**src/rtl/page_mapper_pkg.sv**
```systemverilog
package page_mapper_pkg;
  localparam int unsigned CPU_AW   = 16;
  localparam int unsigned OFFS_W   = 12;
  localparam int unsigned IDX_W    = CPU_AW - OFFS_W;
  localparam int unsigned PFN_W    = 8;
  localparam int unsigned PHYS_AW  = PFN_W + OFFS_W;
  localparam int unsigned N_PAGES  = 1 << IDX_W;
  localparam int unsigned SYNC_LEN = 2;
endpackage

```
**src/rtl/pm_rst_sync.sv**
```systemverilog
module pm_rst_sync #(
  parameter int unsigned STAGES = 2
) (
  input  logic clk,
  input  logic rst_n,
  output logic rst_sync_n
);
  logic [STAGES-1:0] sync_q;
  logic [STAGES-1:0] sync_d;

  always_comb begin
    sync_d = {sync_q[STAGES-2:0], 1'b1};
  end

  always_ff @(posedge clk or negedge rst_n) begin
    if (!rst_n) sync_q <= '0;
    else        sync_q <= sync_d;
  end

  assign rst_sync_n = sync_q[STAGES-1];
endmodule

```
**src/rtl/pm_wr_capture.sv**
```systemverilog
module pm_wr_capture #(
  parameter int unsigned IDX_W  = 4,
  parameter int unsigned DATA_W = 8
) (
  input  logic              clk,
  input  logic              rst_n,
  input  logic              bank_sel_n,
  input  logic              wr_n,
  input  logic [IDX_W-1:0]  idx,
  input  logic [DATA_W-1:0] wdata,
  output logic              commit_we,
  output logic [IDX_W-1:0]  commit_idx,
  output logic [DATA_W-1:0] commit_data
);
  logic              wr_active;
  logic              pend_q,  pend_d;
  logic [IDX_W-1:0]  idx_q,   idx_d;
  logic [DATA_W-1:0] data_q,  data_d;
  logic              cap_en;

  always_comb begin
    wr_active = !bank_sel_n && !wr_n;
    cap_en    = wr_active;
    pend_d    = wr_active;
    idx_d     = idx;
    data_d    = wdata;
  end

  always_ff @(posedge clk or negedge rst_n) begin
    if (!rst_n) pend_q <= 1'b0;
    else        pend_q <= pend_d;
  end

  always_ff @(posedge clk) begin
    if (cap_en) begin
      idx_q  <= idx_d;
      data_q <= data_d;
    end
  end

  assign commit_we   = pend_q && !wr_active;
  assign commit_idx  = idx_q;
  assign commit_data = data_q;
endmodule

```
**src/rtl/pm_page_table.sv**
```systemverilog
module pm_page_table #(
  parameter int unsigned IDX_W  = 4,
  parameter int unsigned DATA_W = 8
) (
  input  logic              clk,
  input  logic              we,
  input  logic [IDX_W-1:0]  widx,
  input  logic [DATA_W-1:0] wdata,
  input  logic [IDX_W-1:0]  ridx,
  output logic [DATA_W-1:0] rdata
);
  localparam int unsigned DEPTH = 1 << IDX_W;

  logic [DATA_W-1:0] entry_q [DEPTH];

  for (genvar g = 0; g < DEPTH; g++) begin : g_entry
    logic              ent_en;
    logic [DATA_W-1:0] ent_d;
    always_comb begin
      ent_en = we && (widx == IDX_W'(g));
      ent_d  = wdata;
    end
    always_ff @(posedge clk) begin
      if (ent_en) entry_q[g] <= ent_d;
    end
  end

  assign rdata = entry_q[ridx];
endmodule

```
**src/rtl/page_mapper.sv**
```systemverilog
module page_mapper
  import page_mapper_pkg::*;
(
  input  logic               clk,
  input  logic               rst_n,
  input  logic [CPU_AW-1:0]  cpu_addr,
  input  logic [PFN_W-1:0]   cpu_wdata,
  input  logic               rd_n,
  input  logic               wr_n,
  input  logic               bank_sel_n,
  output logic [PFN_W-1:0]   rdata,
  output logic               rdata_oe,
  output logic [PHYS_AW-1:0] phys_addr
);
  logic             rst_sync_n;
  logic             commit_we;
  logic [IDX_W-1:0] commit_idx;
  logic [PFN_W-1:0] commit_data;
  logic [IDX_W-1:0] page_idx;
  logic [PFN_W-1:0] table_out;
  logic [PFN_W-1:0] pfn;
  logic             map_en_q, map_en_d;

  assign page_idx = cpu_addr[CPU_AW-1:OFFS_W];

  pm_rst_sync #(.STAGES(SYNC_LEN)) u_rst_sync (
    .clk        (clk),
    .rst_n      (rst_n),
    .rst_sync_n (rst_sync_n)
  );

  pm_wr_capture #(.IDX_W(IDX_W), .DATA_W(PFN_W)) u_wr_capture (
    .clk         (clk),
    .rst_n       (rst_sync_n),
    .bank_sel_n  (bank_sel_n),
    .wr_n        (wr_n),
    .idx         (page_idx),
    .wdata       (cpu_wdata),
    .commit_we   (commit_we),
    .commit_idx  (commit_idx),
    .commit_data (commit_data)
  );

  pm_page_table #(.IDX_W(IDX_W), .DATA_W(PFN_W)) u_table (
    .clk   (clk),
    .we    (commit_we),
    .widx  (commit_idx),
    .wdata (commit_data),
    .ridx  (page_idx),
    .rdata (table_out)
  );

  always_comb begin
    map_en_d = map_en_q || commit_we;
  end

  always_ff @(posedge clk or negedge rst_sync_n) begin
    if (!rst_sync_n) map_en_q <= 1'b0;
    else             map_en_q <= map_en_d;
  end

  always_comb begin
    pfn       = map_en_q ? table_out : '0;
    phys_addr = {pfn, cpu_addr[OFFS_W-1:0]};
    rdata_oe  = !bank_sel_n && !rd_n;
    rdata     = rdata_oe ? pfn : '0;
  end
endmodule

```
**config.mk**
```make
export PLATFORM = sky130hd
export DESIGN_NAME = page_mapper
export DESIGN_NICKNAME = d
export VERILOG_FILES = /design/src/rtl/page_mapper_pkg.sv /design/src/rtl/pm_rst_sync.sv /design/src/rtl/pm_wr_capture.sv /design/src/rtl/pm_page_table.sv /design/src/rtl/page_mapper.sv
export SDC_FILE = /design/constraint.sdc
export NUM_CORES = 1
export LEC_CHECK = 0
export BUFFER_PORTS_ARGS = -buffer_cell sky130_fd_sc_hd__buf_2
export CAP_MARGIN = 0
export CORE_AREA = 2 2 119 121
export CTS_CLUSTER_DIAMETER = 80
export DETAILED_ROUTE_END_ITERATION = 12
export DIE_AREA = 0 0 121 123
export GPL_TIMING_DRIVEN = 0
export SLEW_MARGIN = 25
export SYNTH_ARGS = -nofsm -noshare
export SYNTH_HDL_FRONTEND = slang
export SYNTH_SLANG_ARGS = --single-unit
```
**constraint.sdc**
```tcl
create_clock -name clk -period 1.8 [get_ports clk]
set_input_delay 0.18 -clock clk [delete_from_list [all_inputs] [get_ports clk]]
set_output_delay 0.18 -clock clk [all_outputs]
set_load 0.01 [all_outputs]
```
---- After elaboration in Yosys (flattened, before gate mapping) ----
Memories as Yosys holds them, arrays and structs flattened.
Cells that the tools add are included.
storage, ports and cells
  logic and storage cells ................. 140
  input bits .............................. 29
  memories kept ........................... 1
  output and inout bits ................... 29
  register bits after elaboration ......... 16
  RAM bits ................................ 128
memories
  memory           depth  width  rd ports  clocked after Yosys merged registers in  write ports  line                 source
  u_table.entry_q  16     8      1         0                                        1            pm_page_table.sv:14  logic [DATA_W-1:0] entry_q [DEPTH];
operators by class
  mux-type cells .......................... 79
  equality and inequality tests ........... 15
  reduce and logical (&&, ||, !) cells .... 40
operators by type and width
  operator              number
  $mux W8               17
  $reduce_or A8 Y1      15
  $mux W4               15
  $mux W1               47
  $eq A4 B4 Y1 const B  8
  $logic_and A1 B1 Y1   19
  $eq A4 B3 Y1 const B  4
  $eq A4 B2 Y1 const B  2
  $eq A4 B1 Y1 const B  1
  $logic_not A1 Y1      4
  $logic_not A4 Y1      1
  $logic_or A1 B1 Y1    1

---- Depth between registers and ports, before layout ----
  depth in word-level cells ............... 23
  mapped depth ............................ 5
  gate-level depth less buffers ........... 3

---- Hierarchy ----
From an unflattened synthesis, not the netlist that was laid out.
unflattened totals
  cells, all modules ...................... 271
  area, all modules ....................... 5714.2 um^2
by module, submodules not included
  module         instances  cells each  seq. area each (um^2)  area an instance (um^2)
  pm_page_table  1          221         3843.7                 4987.3
  pm_wr_capture  1          15          385.4                  396.6
  page_mapper    1          32          25.0                   276.5
  pm_rst_sync    1          3           50.0                   53.8

---- Worst setup path before layout ----
Ideal clock, no wire load.
  kind .................................... input -> output
  from .................................... input port cpu_addr[15]
  to ...................................... output port phys_addr[12]
  data required time ...................... 1.620 ns
  path slack .............................. -0.116 ns
  arrival time ............................ 1.736 ns
  stages on the path ...................... 5
  cell sequence ........................... clkbuf_1 clkbuf_1 mux4_2 mux4_2 and2_1
on the way
  word-level cells in the longest chain between the ends .. 2
RTL lines
  item            line               source
  from (decl)     page_mapper.sv:6   input logic [CPU_AW-1:0] cpu_addr,
  $mem_v2 Z16 W8  n/a
  $mux W8         page_mapper.sv:63  pfn = map_en_q ? table_out : '0;
  to (decl)       page_mapper.sv:13  output logic [PHYS_AW-1:0] phys_addr
No other way between the ends.

---- Final worst setup path ----
  from .................................... memory u_table.entry_q[15][4]
  to ...................................... output port phys_addr[16]
on the way
  word-level cells in the longest chain between the ends .. 2
RTL lines
  item            line
  from (decl)     pm_page_table.sv:14
  $mem_v2 Z16 W8  n/a
  $mux W8         page_mapper.sv:63
No other way between the ends.

==> metrics <==
ant diodes=0; reg2reg path depth=3; final WL=around 12,000 µm; drt pass-1 iters=5; routed via count=about 2,800; final setup violating endpoints=16; Root Driver=clkbuf_16; first-pass GRT wire length=between 15,000 and 20,000 µm; part of the Yosys area used for sequential elements=0.765; failing checks=negative setup slack; CP max stage cell=mux4_2; DRC errors left=0; Yosys top cell by area=edfxtp_1; layout cells sized above 1=0.471; maximum vdd drop=between 600 and 700 µV; Clk Latency, worst-skew pair=around 0.42 ns; Max-slew headroom=0.538; Initial DRC Count=roughly 160; fin crit period=2.31 ns; vias per cell=between 5 and 6; post-synthesis cell count=approximately 250; H-Tree Depth=4; Syn. warnings=0; Leak=between 2 and 2.5 nW; Total GRT Usage=0.166; Layout area overhead=25.2%; Unique masters post-synth=20; # fillers=between 1,000 and 1,500; most used cell, CP=mux4_2; CTS tree=yes; CP endpoint kind=output pin; Pins Over Slew Limit=0; Overflow after GRT=0; top cell type's share of synthesized area=0.748; WS Path Type=reg2out; Overall Power=around 7.6 mW; post-route setup TNS=-7.62 ns; P per Cell Area=approximately 1100 nW/µm²; Routed Antenna Nets=0; Synthesized Nets=around 280; Die Width=around 120 µm; CP max FO=2; initial core utilization=0.413; WL/cell=approximately 22 µm; HPWL Detailed=around 7400 µm; post-route setup slack=-0.508 ns; endpoints failing hold=0; Finished Core Util=0.517; vias in the first global route=approximately 2,700; RSZ-0062 raised after global routing=true; largest net degree at the start of global routing=17; cts bufs inserted=17; Worst Hold Class=reg2async; status=finished, violations left; ys flop type=edfxtp_1; Post-synth EDFFs=140; part of the cycle the worst path needs=1.28; clock skew=around 0.0076 ns; fmax=433 MHz; routability cong.=0.741; mapped cell area=roughly 5600 µm²; Chip Height=123 µm; slowest stage delay, CP=~0.54 ns; initial antenna violation count=1; Synth Register Bits=approximately 140; maximum clock path buffer count=2; Clock Sinks=around 140; crit path cell chain=mux4_2 > mux4_2 > and2_4 > buf_6; # IOs=58; Req. time, crit path=1.62 ns; average size of a mapped cell=between 20 and 25 µm²; Placeable Area=13,600 µm²; fin nets=360; IO buf count=45; WP data arrival=about 2.1 ns; clock-pin transition on the worst setup and hold timing paths=around 0.060 ns; Worst Max-Slew Pin Slew=0.693 ns; die area=between 10,000 and 15,000 µm²; Max Cap Viol=0; num rows=43; FF+latch area=4300 µm²; CP Launch Type=flop; area of the multi-input gates=around 1300 µm²; Synth area leaders=edfxtp_1 (75%), mux4_2 (16%), and2_1 (1.9%); Async SR Flop Fraction=0.0278
## routing by layer
layer  vias up  share of wire  track usage
li1       1190              -            -
met1      1470           0.43        0.230
met2       118           0.47        0.249
met3        23          0.074       0.0457
met4         0          0.023       0.0749
met5         -              0            0
## cells in the mapped netlist, types with 2 or more instances
| library cell | number |
|---|---|
| and2_1 | 17 |
| buf_4 | 12 |
| buf_8 | 2 |
| clkbuf_1 | 5 |
| dfrtp_1 | 4 |
| edfxtp_1 | 140 |
| mux4_2 | 40 |
| nand2b_1 | 3 |
| nand3_1 | 2 |
| nor2_1 | 14 |
| nor3_1 | 4 |
| or3_1 | 2 |
## repair_timing
action / 4_1_cts / 5_1_grt
pin swaps: 0 / 2
resized for setup: 17 / 30
gates cloned: 0 / 0
endpoints found under the setup margin: 96 / 96
hold buffers: 13 / 0
buffers inserted: 0 / 2
endpoints found under the hold margin: 14 / 0
## state kept, by name, indices dropped and copies added (netlist names)
register and flops:
u_rst_sync.sync_q 2, u_wr_capture.commit_idx 4, u_wr_capture.commit_data 8, u_wr_capture.pend_q 1, u_table.entry_q 128, map_en_q 1
## worst paths after layout
kind / from / endpoint / slack (ns)
max reg2reg: u_wr_capture.pend_q / u_table.entry_q[2][4] / 0.02
min in group clk: wr_n / u_wr_capture.pend_q / 0.10
max in group asynchronous: rst_n / u_rst_sync.sync_q[1] / 1.63
min: u_rst_sync.sync_q[1] / u_wr_capture.pend_q / 0.03
max: u_table.entry_q[15][4] / phys_addr[16] / -0.51
min reg2reg: u_rst_sync.sync_q[1] / u_wr_capture.pend_q / 0.03
## kinds of logic after synthesis
group / after synthesis / share of synthesized area
DFF: 144 / 0.765
and+or+nand+nor: 43 / 0.0398
muxes: 40 / 0.160
buffers and inverters: 23 / 0.0316
AOI/OAI and AO/OA: 2 / 0.00222
other: 1 / 0.000667
## metrics by stage
step | setup slack [ns] | std cells | area [µm²] | hold WS [ns]
3_5_place_dp | -0.567 | 478 | 6100 | -0.0307
5_1_grt | -0.552 | 524 | 7040 | 0.0372
4_1_cts | -0.539 | 523 | 6860 | 0.0311
6_report | -0.508 | 524 | 7040 | 0.0258
3_3_place_gp | -0.588 | 478 | 6080 | -0.0342
2_1_floorplan | 0.00588 | 253 | 5630 | -0.116
## cells in the final DEF (no fill, tap or decap), types with 4 or more instances in the layout
master / synthesis / layout
edfxtp_1: 140 / 140
mux4_2: 40 / 40
buf_2: 0 / 38
clkbuf_16: 0 / 17
dlygate4sd3_1: 0 / 13
nor2_4: 0 / 12
buf_4: 12 / 12
and2_1: 17 / 10
buf_6: 1 / 8
and2_4: 0 / 7
nor3_4: 0 / 4
clkinvlp_4: 0 / 4
dfrtp_1: 4 / 4
## final cells by class
cell class	count	area share
plain buffers	21	0.0258
clock buffers	20	0.0634
clock inverters	12	0.0192
inverters	1	0.000533
multi-input cells	86	0.186
flip-flops and latches	144	0.611
well taps	180	0.0320
repair buffers	60	0.0624
## critical path, delay by kind of cell, from the launching register on
kind	cells	cell delay, ns
flip-flops	1	0.37
AND/OR/NAND/NOR	1	0.18
buffers and inverters	1	0.11
multiplexers	2	1.06
## where the power goes
| part | switching [mW] | internal [mW] |
|---|---|---|
| logic | 0.205 | 0.236 |
| clock network | 1.31 | 2.08 |
| registers | 0.0779 | 3.73 |
| total | 1.60 | 6.04 |
Note: power is estimated with default switching activity, not from simulation.
